File: src/rtl/rlx_pkg.sv
// Shared types for the run-length expander.
package rlx_pkg;
    // Parser phase: literal scan, group fields, run expansion.
    typedef enum logic [2:0] {
        ST_LIT  = 3'd0,
        ST_SYM  = 3'd1,
        ST_CHI  = 3'd2,
        ST_CLO  = 3'd3,
        ST_RUN  = 3'd4
    } rlx_state_e;
endpackage

File: src/rtl/rlx_group_parser.sv
// Group parser: classifies input digits as literals or escape groups,
// captures symbol and count, and starts runs.
// Assumes the output stage reports out_free and the run counter reports
// run_done on the cycle that loads the final repeat.
module rlx_group_parser
    import rlx_pkg::*;
#(
    parameter int DIGIT_W = 4,
    parameter logic [DIGIT_W-1:0] MARKER = 'hA,
    localparam int CNT_W = 2 * DIGIT_W
) (
    input  logic               clk,
    input  logic               rst_n,
    input  logic               in_valid,
    input  logic [DIGIT_W-1:0] in_digit,
    input  logic               in_last,
    output logic               in_ready,
    input  logic               out_free,
    input  logic               run_done,
    output rlx_state_e         state_o,
    output logic               lit_load,
    output logic [DIGIT_W-1:0] lit_digit,
    output logic               lit_last,
    output logic               run_load,
    output logic [DIGIT_W-1:0] run_sym,
    output logic [CNT_W-1:0]   run_count,
    output logic               run_last,
    output logic               err_pulse
);
    rlx_state_e         state_q, state_d;
    logic [DIGIT_W-1:0] sym_q, hi_q;
    logic               err_q, err_d;
    logic               accept;
    logic [CNT_W-1:0]   count_w;

    // Literal scan needs output room; group fields do not; runs block input.
    always_comb begin
        case (state_q)
            ST_LIT:  in_ready = out_free;
            ST_RUN:  in_ready = 1'b0;
            default: in_ready = 1'b1;
        endcase
    end

    assign accept  = in_valid && in_ready;
    assign count_w = {hi_q, in_digit};

    // Next-state and action decode for each phase.
    always_comb begin
        state_d  = state_q;
        err_d    = 1'b0;
        lit_load = 1'b0;
        run_load = 1'b0;
        case (state_q)
            ST_LIT: begin
                if (accept) begin
                    if (in_digit == MARKER) begin
                        if (in_last) err_d = 1'b1;
                        else         state_d = ST_SYM;
                    end else begin
                        lit_load = 1'b1;
                    end
                end
            end
            ST_SYM: begin
                if (accept) begin
                    if (in_last) begin
                        err_d   = 1'b1;
                        state_d = ST_LIT;
                    end else begin
                        state_d = ST_CHI;
                    end
                end
            end
            ST_CHI: begin
                if (accept) begin
                    if (in_last) begin
                        err_d   = 1'b1;
                        state_d = ST_LIT;
                    end else begin
                        state_d = ST_CLO;
                    end
                end
            end
            ST_CLO: begin
                if (accept) begin
                    if (count_w == '0) begin
                        err_d   = 1'b1;
                        state_d = ST_LIT;
                    end else begin
                        run_load = 1'b1;
                        state_d  = ST_RUN;
                    end
                end
            end
            ST_RUN: begin
                if (run_done) state_d = ST_LIT;
            end
            default: state_d = ST_LIT;
        endcase
    end

    // Phase register and error pulse.
    always_ff @(posedge clk) begin
        if (!rst_n) begin
            state_q <= ST_LIT;
            err_q   <= 1'b0;
        end else begin
            state_q <= state_d;
            err_q   <= err_d;
        end
    end

    // Capture symbol and high count digit as they arrive.
    always_ff @(posedge clk) begin
        if (!rst_n) begin
            sym_q <= '0;
            hi_q  <= '0;
        end else if (accept) begin
            if (state_q == ST_SYM) sym_q <= in_digit;
            if (state_q == ST_CHI) hi_q  <= in_digit;
        end
    end

    assign state_o   = state_q;
    assign lit_digit = in_digit;
    assign lit_last  = in_last;
    assign run_sym   = sym_q;
    assign run_count = count_w;
    assign run_last  = in_last;
    assign err_pulse = err_q;

    AST_ERR_TO_IDLE: assert property (@(posedge clk) disable iff (!rst_n)
        err_pulse |-> (state_q == ST_LIT));
    AST_HI_AFTER_SYM: assert property (@(posedge clk) disable iff (!rst_n)
        (state_q == ST_CHI) |-> ($past(state_q) == ST_SYM || $past(state_q) == ST_CHI));
    AST_RUN_FROM_COUNT: assert property (@(posedge clk) disable iff (!rst_n)
        $rose(state_q == ST_RUN) |-> $past(run_load));
endmodule

File: src/rtl/rlx_run_counter.sv
// Run counter: holds the symbol, the remaining repeat count and the
// frame-end flag of one group, and emits one repeat per free output slot.
// Assumes load is only raised when no run is active and count is nonzero.
module rlx_run_counter #(
    parameter int DIGIT_W = 4,
    localparam int CNT_W = 2 * DIGIT_W
) (
    input  logic               clk,
    input  logic               rst_n,
    input  logic               load,
    input  logic [DIGIT_W-1:0] load_sym,
    input  logic [CNT_W-1:0]   load_cnt,
    input  logic               load_last,
    input  logic               active,
    input  logic               out_free,
    output logic               rep_emit,
    output logic [DIGIT_W-1:0] rep_digit,
    output logic               rep_last,
    output logic               run_done
);
    logic [CNT_W-1:0]   rem_q;
    logic [DIGIT_W-1:0] sym_q;
    logic               last_q;
    logic               final_rep;

    assign final_rep = (rem_q == CNT_W'(1));
    assign rep_emit  = active && out_free;
    assign rep_digit = sym_q;
    assign rep_last  = last_q && final_rep;
    assign run_done  = rep_emit && final_rep;

    // Load a new run or count one emitted repeat down.
    always_ff @(posedge clk) begin
        if (!rst_n) begin
            rem_q  <= '0;
            sym_q  <= '0;
            last_q <= 1'b0;
        end else if (load) begin
            rem_q  <= load_cnt;
            sym_q  <= load_sym;
            last_q <= load_last;
        end else if (rep_emit) begin
            rem_q  <= rem_q - CNT_W'(1);
        end
    end

    AST_RUN_NONZERO: assert property (@(posedge clk) disable iff (!rst_n)
        active |-> (rem_q != '0));
    AST_NO_RELOAD: assert property (@(posedge clk) disable iff (!rst_n)
        load |-> !active);
    AST_LOAD_NONZERO: assert property (@(posedge clk) disable iff (!rst_n)
        load |-> (load_cnt != '0));
endmodule

File: src/rtl/rlx_out_stage.sv
// Output stage: one registered digit slot fed by either the literal path
// or the run counter, held while the consumer stalls.
// Assumes at most one source loads per cycle and only when out_free is 1.
module rlx_out_stage #(
    parameter int DIGIT_W = 4
) (
    input  logic               clk,
    input  logic               rst_n,
    input  logic               lit_load,
    input  logic [DIGIT_W-1:0] lit_digit,
    input  logic               lit_last,
    input  logic               rep_emit,
    input  logic [DIGIT_W-1:0] rep_digit,
    input  logic               rep_last,
    input  logic               out_ready,
    output logic               out_free,
    output logic               out_valid,
    output logic [DIGIT_W-1:0] out_digit,
    output logic               out_last
);
    logic               vld_q;
    logic [DIGIT_W-1:0] dig_q;
    logic               lst_q;

    assign out_free  = !vld_q || out_ready;
    assign out_valid = vld_q;
    assign out_digit = dig_q;
    assign out_last  = lst_q;

    // Fill the slot from the active source, or empty it once taken.
    always_ff @(posedge clk) begin
        if (!rst_n) begin
            vld_q <= 1'b0;
            dig_q <= '0;
            lst_q <= 1'b0;
        end else if (lit_load) begin
            vld_q <= 1'b1;
            dig_q <= lit_digit;
            lst_q <= lit_last;
        end else if (rep_emit) begin
            vld_q <= 1'b1;
            dig_q <= rep_digit;
            lst_q <= rep_last;
        end else if (out_ready) begin
            vld_q <= 1'b0;
            lst_q <= 1'b0;
        end
    end

    AST_HOLD_STALL: assert property (@(posedge clk) disable iff (!rst_n)
        (out_valid && !out_ready) |=> (out_valid && $stable(out_digit) && $stable(out_last)));
    AST_ONE_SOURCE: assert property (@(posedge clk) disable iff (!rst_n)
        !(lit_load && rep_emit));
    AST_LOAD_ROOM: assert property (@(posedge clk) disable iff (!rst_n)
        (lit_load || rep_emit) |-> out_free);
endmodule

File: src/rtl/rle_hex_expander.sv
// Top of the escape-marker run-length expander: parser, run counter and
// output slot. One digit in and one digit out per cycle at most.
// Assumes a synchronous active-low reset and a single clock domain.
module rle_hex_expander
    import rlx_pkg::*;
#(
    parameter int DIGIT_W = 4,
    parameter logic [DIGIT_W-1:0] MARKER = 'hA,
    localparam int CNT_W = 2 * DIGIT_W
) (
    input  logic               clk,
    input  logic               rst_n,
    input  logic               in_valid,
    output logic               in_ready,
    input  logic [DIGIT_W-1:0] in_digit,
    input  logic               in_last,
    output logic               out_valid,
    input  logic               out_ready,
    output logic [DIGIT_W-1:0] out_digit,
    output logic               out_last,
    output logic               err_pulse
);
    rlx_state_e         state_w;
    logic               out_free_w, run_done_w;
    logic               lit_load_w, lit_last_w;
    logic [DIGIT_W-1:0] lit_digit_w;
    logic               run_load_w, run_last_w;
    logic [DIGIT_W-1:0] run_sym_w;
    logic [CNT_W-1:0]   run_count_w;
    logic               rep_emit_w, rep_last_w;
    logic [DIGIT_W-1:0] rep_digit_w;
    logic               run_active_w;

    assign run_active_w = (state_w == ST_RUN);

    rlx_group_parser #(.DIGIT_W(DIGIT_W), .MARKER(MARKER)) u_parser (
        .clk       (clk),
        .rst_n     (rst_n),
        .in_valid  (in_valid),
        .in_digit  (in_digit),
        .in_last   (in_last),
        .in_ready  (in_ready),
        .out_free  (out_free_w),
        .run_done  (run_done_w),
        .state_o   (state_w),
        .lit_load  (lit_load_w),
        .lit_digit (lit_digit_w),
        .lit_last  (lit_last_w),
        .run_load  (run_load_w),
        .run_sym   (run_sym_w),
        .run_count (run_count_w),
        .run_last  (run_last_w),
        .err_pulse (err_pulse)
    );

    rlx_run_counter #(.DIGIT_W(DIGIT_W)) u_run (
        .clk       (clk),
        .rst_n     (rst_n),
        .load      (run_load_w),
        .load_sym  (run_sym_w),
        .load_cnt  (run_count_w),
        .load_last (run_last_w),
        .active    (run_active_w),
        .out_free  (out_free_w),
        .rep_emit  (rep_emit_w),
        .rep_digit (rep_digit_w),
        .rep_last  (rep_last_w),
        .run_done  (run_done_w)
    );

    rlx_out_stage #(.DIGIT_W(DIGIT_W)) u_out (
        .clk       (clk),
        .rst_n     (rst_n),
        .lit_load  (lit_load_w),
        .lit_digit (lit_digit_w),
        .lit_last  (lit_last_w),
        .rep_emit  (rep_emit_w),
        .rep_digit (rep_digit_w),
        .rep_last  (rep_last_w),
        .out_ready (out_ready),
        .out_free  (out_free_w),
        .out_valid (out_valid),
        .out_digit (out_digit),
        .out_last  (out_last)
    );

    AST_NO_INPUT_IN_RUN: assert property (@(posedge clk) disable iff (!rst_n)
        rep_emit_w |-> !(in_valid && in_ready));
    AST_LAST_NEEDS_VALID: assert property (@(posedge clk) disable iff (!rst_n)
        out_last |-> out_valid);
endmodule

File: config.mk
export PLATFORM = sky130hd
export DESIGN_NAME = rle_hex_expander
export DESIGN_NICKNAME = d
export VERILOG_FILES = /design/src/rtl/rlx_pkg.sv /design/src/rtl/rlx_group_parser.sv /design/src/rtl/rlx_run_counter.sv /design/src/rtl/rlx_out_stage.sv /design/src/rtl/rle_hex_expander.sv
export SDC_FILE = /design/constraint.sdc
export NUM_CORES = 1
export LEC_CHECK = 0
export BUFFER_PORTS_ARGS = -buffer_cell sky130_fd_sc_hd__buf_2
export CORE_MARGIN = 4
export CORE_UTILIZATION = 57
export CTS_CLUSTER_SIZE = 28
export DETAILED_ROUTE_END_ITERATION = 7
export GPL_TIMING_DRIVEN = 0
export PLACE_DENSITY = 0.8
export SYNTH_ARGS = -nofsm -noshare
export SYNTH_HDL_FRONTEND = slang
export SYNTH_SLANG_ARGS = --single-unit
File: constraint.sdc
create_clock -name clk -period 2.25 [get_ports clk]
set_input_delay 0.3375 -clock clk [delete_from_list [all_inputs] [get_ports clk]]
set_output_delay 0.3375 -clock clk [all_outputs]
set_load 0.02 [all_outputs]
; After elaboration in Yosys (flattened, before gate mapping)
; Index checks and enable logic that the tools add are counted.
[op_classes]
add_sub_neg = 1
n_mul = 0
div_mod_pow = 0
magnitude_cmp = 0
n_eq_ne = 13
n_shift = 0
n_mux = 34
n_bitwise = 0
reduce_logical = 15
[op_table]
columns = operator, n
row1 = 3-bit two-way mux, 8
row2 = 1-bit two-way mux, 17
row3 = 8-bit two-way mux, 2
row4 = 3-bit case mux with 5 select lines, 1
row5 = 2-bit by 1-bit inequality test with 1-bit output (second input constant), 5
row6 = 8-bit by 1-bit == test with 1-bit output (second input constant), 1
row7 = 8-bit zero test, 1
row8 = 4-bit two-way mux, 2
row9 = 8-bit by 1-bit subtractor with 8-bit output (second input constant), 1
row10 = 7-bit AND reduction, 1
row11 = 3-bit by 2-bit == test with 1-bit output (second input constant), 2
row12 = 4-bit == test (second input constant), 1
row13 = 1-bit logical AND, 4
row14 = 2-bit two-way mux, 2
row15 = 2-bit inequality test (second input constant), 2
row16 = 2-bit AND reduction, 2
row17 = 2-bit nonzero test, 2
row18 = 3-bit by 1-bit == test with 1-bit output (second input constant), 1
row19 = 3-bit == test (second input constant), 1
row20 = 3-bit zero test, 1
row21 = 1-bit case mux with 3 select lines, 1
row22 = 3-bit nonzero test, 1
row23 = 1-bit case mux with 2 select lines, 1
row24 = 2-bit OR reduction, 1
row25 = other kinds (2), 2
[word_totals]
reg_bits = 31
latchBits = 0
ramBits = 0
romBits = 0
output_inout_bits = 8
wordCells = 73
memories = 0

; Longest topological paths before layout
; Gate-level depths: netlist of the first run.
[depth]
word_depth = 7
mapped_depth = 7
ltp_nobuf = 5

; By module
; From an unflattened synthesis of the first run, not the netlist that was laid out.
[unflattened]
cells_unflattened = 184
area_unflattened_um2 = 1662.8
[modules_own_cells]
columns = mod, n_inst, cells_each, area_each_um2, seq_area_each_um2
row1 = rlx_group_parser, 1, 79, 695.7, 240.2
row2 = rlx_run_counter, 1, 76, 673.1, 260.2
row3 = rlx_out_stage, 1, 28, 281.5, 120.1
row4 = rle_hex_expander, 1, 1, 12.5, 0.0

; Worst setup path before layout of the first run
; No wires, ideal clock.
[synth_path]
path_type = reg2reg
startpoint = register u_parser.state_q[0], in the netlist u_parser.state_o[0]
endpoint = register u_out.lst_q, in the netlist u_out.out_last
setup_ns = 0.074
arrival_time_ns = 1.484
t_required_ns = 2.176
setup_slack_ns = 0.691
path_stages_with_launch = 6
path_buffers = 1
path_cell_list = dfxtp_1 > buf_2 > nor3b_4 > nand2_4 > or4_1 > a31oi_1
[synth_between]
elab_chain_len = 6
[synth_rtl]
columns = item, line_no
row1 = from (decl), rlx_group_parser.sv:30  ; rlx_state_e state_q, state_d;
row2 = from (signal assigned), rlx_group_parser.sv:109  ; state_q <= state_d;
row3 = 3-bit == test / 3-bit zero test (equally long branches), "rlx_group_parser.sv:38, rle_hex_expander.sv:34, rlx_group_parser.sv:54"
row4 = 1-bit case mux with 2 select lines, rlx_group_parser.sv:38  ; case (state_q)
row5 = 1-bit logical AND, rlx_group_parser.sv:45  ; assign accept = in_valid && in_ready;
row6 = 1-bit two-way mux, rlx_group_parser.sv:56  ; if (accept) begin
row7 = 1-bit two-way mux, rlx_group_parser.sv:54  ; case (state_q)
row8 = 3-bit nonzero test (no source line) / 1-bit two-way mux (equally long branches), --
row9 = to (signal assigned), rlx_out_stage.sv:39  ; lst_q <= lit_last;
row10 = to (signal assigned), rlx_out_stage.sv:43  ; lst_q <= rep_last;
row11 = to (decl), rlx_out_stage.sv:23  ; logic lst_q;
; Parallel ways exist; a longest one is shown, timed or not.
; A chain may end at the register's enable or synchronous reset.

; Worst setup path in the final report of the first run
[layout_path]
startpoint = register u_parser.state_q[0], in the netlist u_parser.state_o[0]
endpoint = register u_run.rem_q[1]
[layout_between]
elab_chain_len = 6
[layout_rtl]
columns = item, line_no
row1 = 3-bit == test / 3-bit zero test (equally long branches), "rlx_group_parser.sv:38, rle_hex_expander.sv:34"
row2 = 1-bit case mux with 2 select lines, rlx_group_parser.sv:38
row3 = 1-bit logical AND, rlx_group_parser.sv:45
row4 = 1-bit two-way mux, rlx_group_parser.sv:86  ; if (accept) begin
row5 = 1-bit two-way mux, rlx_group_parser.sv:54
row6 = 8-bit two-way mux / 2-bit nonzero test (equally long branches), --
row7 = to (signal assigned), rlx_run_counter.sv:39  ; rem_q <= load_cnt;
row8 = to (signal assigned), rlx_run_counter.sv:43  ; rem_q <= rem_q - CNT_W'(1);
row9 = to (decl), rlx_run_counter.sv:21  ; logic [CNT_W-1:0] rem_q;
; Parallel ways exist; a longest one is shown, timed or not.

==> impl_metrics.py, run 1 <==
metrics = {
    "run_status": {
        "status": "finished, final reports clean",
    },
    "route": {
        "avgRoutedWirePerCell_um": 15.3,
        "drc_errors": 0,
        "drtIter0Drc": 74,
        "ant_nets": 0,
        "topRoutingLayerUsed": "met4",
        "vias": 1474,
        "viasPerCell": 6.27,
        "dr_wl_met2_um": 1700,
        "met1_length_um": 1550,
        "wl_um": 3600,
        "first_pass_iters": 5,
        "met3_length_um": 265,
    },
    "floorplanning": {
        "dieArea_um2": 3560,
        "die_y_um": 59.7,
        "core_um2": 2520,
        "io_pins": 17,
        "initial_utilization_pct": 60.4,
        "num_rows": 18,
        "die_x_um": 59.7,
    },
    "critical_path": {
        "crit_end": "u_run.rem_q[1]",
        "startpoint": "u_parser.state_o[0]",
        "worst-endpoint-required_ns": 2.49,
        "criticalPathCategory": "reg -> reg",
        "r2r_setup_slack_ns": 0.38,
        "worstSetupEndpointType": "flop",
        "r2r_cells": 6,
        "start_kind": "flop",
        "r2r-end": "u_run.rem_q[1]",
        "worstPathMaxFanout": 10,
        "r2r_start": "u_parser.state_o[0]",
        "arrival_ns": 2.11,
    },
    "flow_run": {
        "maxCapViolCount": 0,
    },
    "sta": {
        "whs_ns": 0.303,
        "min_period_ns": 1.87,
        "drv_slew": 0,
        "worst_pin_slew_ns": 0.647,
        "setup_ws_ns": 0.377,
        "final_hold_viol_count": 0,
        "skew_ns": 0.0100,
        "fin_tns_setup_ns": 0,
        "rsz0062_at_grt": "no",
        "finalSetupViolCount": 0,
        "relSlewSlack_pct": 56.7,
        "period_share_pct": 83.2,
        "fmax_ghz": 0.534,
    },
    "logic_synthesis": {
        "synth-main-ff-cell": "dfxtp_1",
        "async_reset_ff_share_pct": 0,
        "synthTopCellsByArea": "dfxtp_1 41%, nand2_1 6.2%, mux2i_1 5.3%, nor2_1 4.7%, a21oi_1 3.9%",
        "synth_nets": 192,
        "syn_inst": 181,
        "synth_edf_count": 0,
        "synth_cell_types": 45,
        "synth_seq_cells": 31,
        "yosys_warnings": 0,
        "syn_area_um2": 1520,
        "yosysTopAreaCell": "dfxtp_1",
        "seq_area_frac_synth_pct": 40.7,
        "yosysMostFrequentCell": "dfxtp_1",
        "syn_avg_cell_area_um2": 8.42,
        "synth.top_cells.by_count": "31 x dfxtp_1, 25 x nand2_1, 19 x nor2_1, 12 x a21oi_1, 9 x o21ai_0",
        "yosys.area.top_type_share_pct": 40.7,
    },
    "power_and_ir_drop": {
        "ir_drop_v": 0.000548,
        "p_total_w": 0.000962,
        "leakagePower_nw": 0.610,
        "power_density_nw_per_um2": 568,
    },
    "layout": {
        "area_growth_pct": 11.2,
        "drive_above_1_share_pct": 17.6,
        "multiInputGateArea_um2": 838,
        "fin_nets": 215,
        "num_antenna_cells": 0,
        "register_area_um2": 621,
        "n_fill_cell": 219,
        "final_util_pct": 67.2,
    },
    "clock_network": {
        "clk_latency_ns": 0.34,
        "cts.sinks": 31,
        "hold_buffers": 0,
        "cts_tree": "yes",
        "path_clk_slew_ns": 0.10,
        "cts_buffers": 5,
        "cts.root.buffer_cell": "clkbuf_4",
        "ctsHtreeMaxLevel": 2,
        "cts_resized": 0,
        "clk_path_buf_depth": 2,
        "cts_setup_buffers": 0,
    },
    "grt": {
        "grt_overflow": 0,
        "grt_max_degree": 11,
        "grt_pass1_vias": 1367,
        "grt_pass1_wl_um": 6130,
        "track_usage_pct": 23.2,
        "antenna_found_initial": 0,
    },
    "placement": {
        "numPortBuffers": 16,
        "gp_congestion": 0.905,
        "place_ws_ns": 0.369,
        "hpwl_um": 2680,
    },
    "worst_hold_path": {
        "holdCritPathClass": "in -> reg",
    },
}
## state kept, by name, indices dropped and copies added (netlist names)
name and count:
u_out.out_valid 1, u_parser.hi_q 4, u_parser.run_sym 4, u_parser.state_o 3
u_out.out_last 1, u_out.out_digit 4, u_run.last_q 1, u_run.rep_digit 4
u_parser.err_pulse 1, u_run.rem_q 8
## layout make-up
class | count | area share, %
plain buffers | 9 | 2.95
clock buffers | 5 | 2.22
clock inverters | 3 | 0.886
inverters | 4 | 0.886
multi-input cells | 137 | 49.5
flip-flops and latches | 31 | 36.6
well taps | 30 | 2.22
repair buffers | 16 | 4.73
## cells by family (layout without fill, tap and decap cells)
group | count (synthesis) | in the layout | synth area share [%]
fa+ha+maj | 2 | 2 | 1.64
compound gates | 44 | 44 | 18.3
flops | 31 | 31 | 40.7
simple gates | 83 | 83 | 29.8
buf+inv | 13 | 37 | 4.27
mux | 8 | 8 | 5.25
## cells in the final DEF (no fill, tap or decap), types with 2 or more instances in the layout
cell       netlist  routed
dfxtp_1         31      31
nand2_1         25      25
buf_2            4      20
nor2_1          19      19
a21oi_1         12      12
o21ai_0          9       9
mux2i_1          8       8
a31oi_1          7       7
clkbuf_4         0       5
inv_1            4       4
nor2b_1          4       4
or4_1            4       4
nand4_1          4       4
nand3_1          4       4
a311oi_1         4       4
nand2b_1         3       3
nor3_1           3       3
or3_1            3       3
clkinv_2         0       3
nand3b_1         2       2
nor4_1           2       2
clkbuf_1         2       2
a2bb2oi_1        2       2
ha_1             2       2
## metal layers
metal	vias to the layer above	track usage, %
met3	9	7.56
met1	703	27.0
li1	706	-
met5	-	0
met2	56	39.4
met4	0	8.86
## worst min path at each step
stage / startpoint / to / slack (ns) / cells past startpoint
after floorplan: u_parser.run_sym[0] / u_run.rep_digit[0] / 0.43 / 2
after global routing: rst_n / u_run.rem_q[1] / 0.29 / 2
after detailed placement: u_run.rep_digit[3] / u_run.rep_digit[3] / 0.45 / 2
after CTS: in_last / u_run.last_q / 0.29 / 3
after global placement: u_run.last_q / u_run.last_q / 0.45 / 2
final: in_last / u_run.last_q / 0.30 / 3
## per-stage QoR
step / cells / area (µm²)
after floorplan: 181 / 1520
after global placement: 227 / 1640
after detailed placement: 227 / 1640
after CTS: 235 / 1690
after global routing: 235 / 1690
final: 235 / 1690
## critical path, cell delays in order (launching register included)
cell,delay [ns]
dfxtp_1,0.32
buf_2,0.21
and4b_1,0.21
buf_2,0.20
a21boi_1,0.52
nor3_1,0.11
o21a_1,0.20
## power by group
part | internal (W) | switching, W
registers | 0.000559 | 0.00000565
clock network | 0.000116 | 0.000190
logic | 0.0000303 | 0.0000614
total | 0.000705 | 0.000257
(Power assumes the default switching activity.)
==> run 2, diff against run 1 <==
- clock period: 2.25 -> 1.82 ns (I/O delays scaled with it)
==> impl_metrics.py, run 2 (synthesis gave the netlist of run 1 again) <==
metrics = {
    "run_status": {
        "status": "finished, final reports clean",
    },
    "floorplanning": {
        "core_um2": 2520,
        "dieArea_um2": 3560,
        "num_rows": 18,
        "die_y_um": 59.7,
        "initial_utilization_pct": 60.4,
        "io_pins": 17,
        "die_x_um": 59.7,
    },
    "power_and_ir_drop": {
        "p_total_w": 0.00119,
        "power_density_nw_per_um2": 691,
        "ir_drop_v": 0.000677,
        "leakagePower_nw": 0.623,
    },
    "route": {
        "viasPerCell": 6.23,
        "drtIter0Drc": 114,
        "first_pass_iters": 4,
        "ant_nets": 0,
        "vias": 1477,
        "drc_errors": 0,
        "avgRoutedWirePerCell_um": 15.2,
        "wl_um": 3610,
    },
    "worst_hold_path": {
        "holdCritPathClass": "in -> reg",
    },
    "layout": {
        "regMostFlops": "u_run.rem_q",
        "fin_nets": 217,
        "register_area_um2": 621,
        "final_cell_mix": "31 x dfxtp_1, 25 x nand2_1, 20 x buf_2",
        "multiInputGateArea_um2": 857,
        "area_growth_pct": 13.4,
        "largest_reg_flops": 8,
        "drive_above_1_share_pct": 20.3,
        "layout_commonest_cell": "dfxtp_1",
        "final_cell_area_um2": 1730,
        "num_antenna_cells": 0,
        "n_fill_cell": 217,
    },
    "placement": {
        "placed_area_um2": 1640,
        "hpwl_um": 2680,
        "numPortBuffers": 16,
        "gp_congestion": 0.905,
    },
    "critical_path": {
        "timing.critical_path.buf_inv": 1,
        "worstPathMaxFanout": 10,
        "crit_chain": "or4_1, o21ai_4, buf_4, nand3_1, a21oi_1",
        "worstSetupEndpointType": "flop",
        "start_kind": "flop",
        "cp_slowest_stage_delay_ns": 0.58,
        "arrival_ns": 1.99,
        "r2r_setup_slack_ns": 0.10,
        "cpLargestDelayFamily": "simple AND/OR/NAND/NOR gates",
        "slowest_stage": "or4_1",
        "criticalPathCategory": "reg -> reg",
        "worst-endpoint-required_ns": 2.09,
    },
    "grt": {
        "grt_pass1_vias": 1380,
        "grt_pass1_wl_um": 6160,
        "grt_max_degree": 11,
        "grt_overflow": 0,
        "antenna_found_initial": 0,
        "track_usage_pct": 23.3,
    },
    "sta": {
        "min_period_ns": 1.72,
        "fin_tns_setup_ns": 0,
        "relSlewSlack_pct": 57.0,
        "worst_pin_slew_ns": 0.644,
        "rsz0062_at_grt": "no",
        "drv_slew": 0,
        "finalSetupViolCount": 0,
        "final_hold_viol_count": 0,
        "period_share_pct": 94.5,
        "fmax_ghz": 0.582,
        "skew_ns": 0.00933,
    },
    "clock_network": {
        "cts_buffers": 5,
        "path_clk_slew_ns": 0.10,
        "clk_latency_ns": 0.34,
        "hold_buffers": 0,
        "cts.root.buffer_cell": "clkbuf_4",
        "cts.sinks": 31,
        "cts_tree": "yes",
        "clk_path_buf_depth": 2,
        "ctsHtreeMaxLevel": 2,
    },
    "flow_run": {
        "maxCapViolCount": 0,
    },
}
[run 2: worst min-delay path, stage by stage]
cell     delay, ns
buf_2         0.14
nand2_1       0.06
a21oi_1       0.05
[run 2: stage by stage]
step | hold WS [ns] | util (%) | std cells | setup WS, ns
3_5_place_dp | 0.450 | 65.1 | 227 | 0.00312
5_1_grt | 0.226 | 68.5 | 237 | 0.00760
4_1_cts | 0.229 | 67.3 | 235 | 0.00509
2_1_floorplan | 0.390 | - | 181 | 0.261
3_3_place_gp | 0.445 | 65.1 | 227 | 0.0552
6_report | 0.230 | 68.5 | 237 | 0.101
[run 2: path summary, 6_finish.rpt]
check / startpoint / end / cells past startpoint
setup / recovery: u_parser.hi_q[0] / u_run.rem_q[4] / 5
hold / removal: in_last / u_run.last_q / 3
setup reg to reg: u_parser.hi_q[0] / u_run.rem_q[4] / 5
hold reg to reg: u_run.rep_digit[2] / u_run.rep_digit[2] / 2
[run 2: routing by layer]
metal	part of all wire (%)	GRT usage, %
met1	42	27.1
met2	48	39.4
met3	7.2	7.56
met4	2.4	9.18
met5	0	0
[run 2: layout make-up]
class,instances,share of cell area [%]
tap,30,2.17
buffer,9,2.90
sequential,31,35.9
clock buffer,5,2.17
multi-input combinational,137,49.6
timing repair buffer,18,5.50
inverter,4,0.869
clock inverter,3,0.869
[run 2: what timing repair did]
| item | in CTS | in global routing |
|---|---|---|
| setup buffers | 0 | 2 |
| pin swaps | 0 | 2 |
| setup endpoints to repair | 1 | 14 |
| gates resized for setup | 1 | 4 |
[run 2: report_power, final]
part	internal, W	switching (W)
clock network	0.000143	0.000237
registers	0.000691	0.00000692
logic	0.0000380	0.0000779
total	0.000872	0.000322
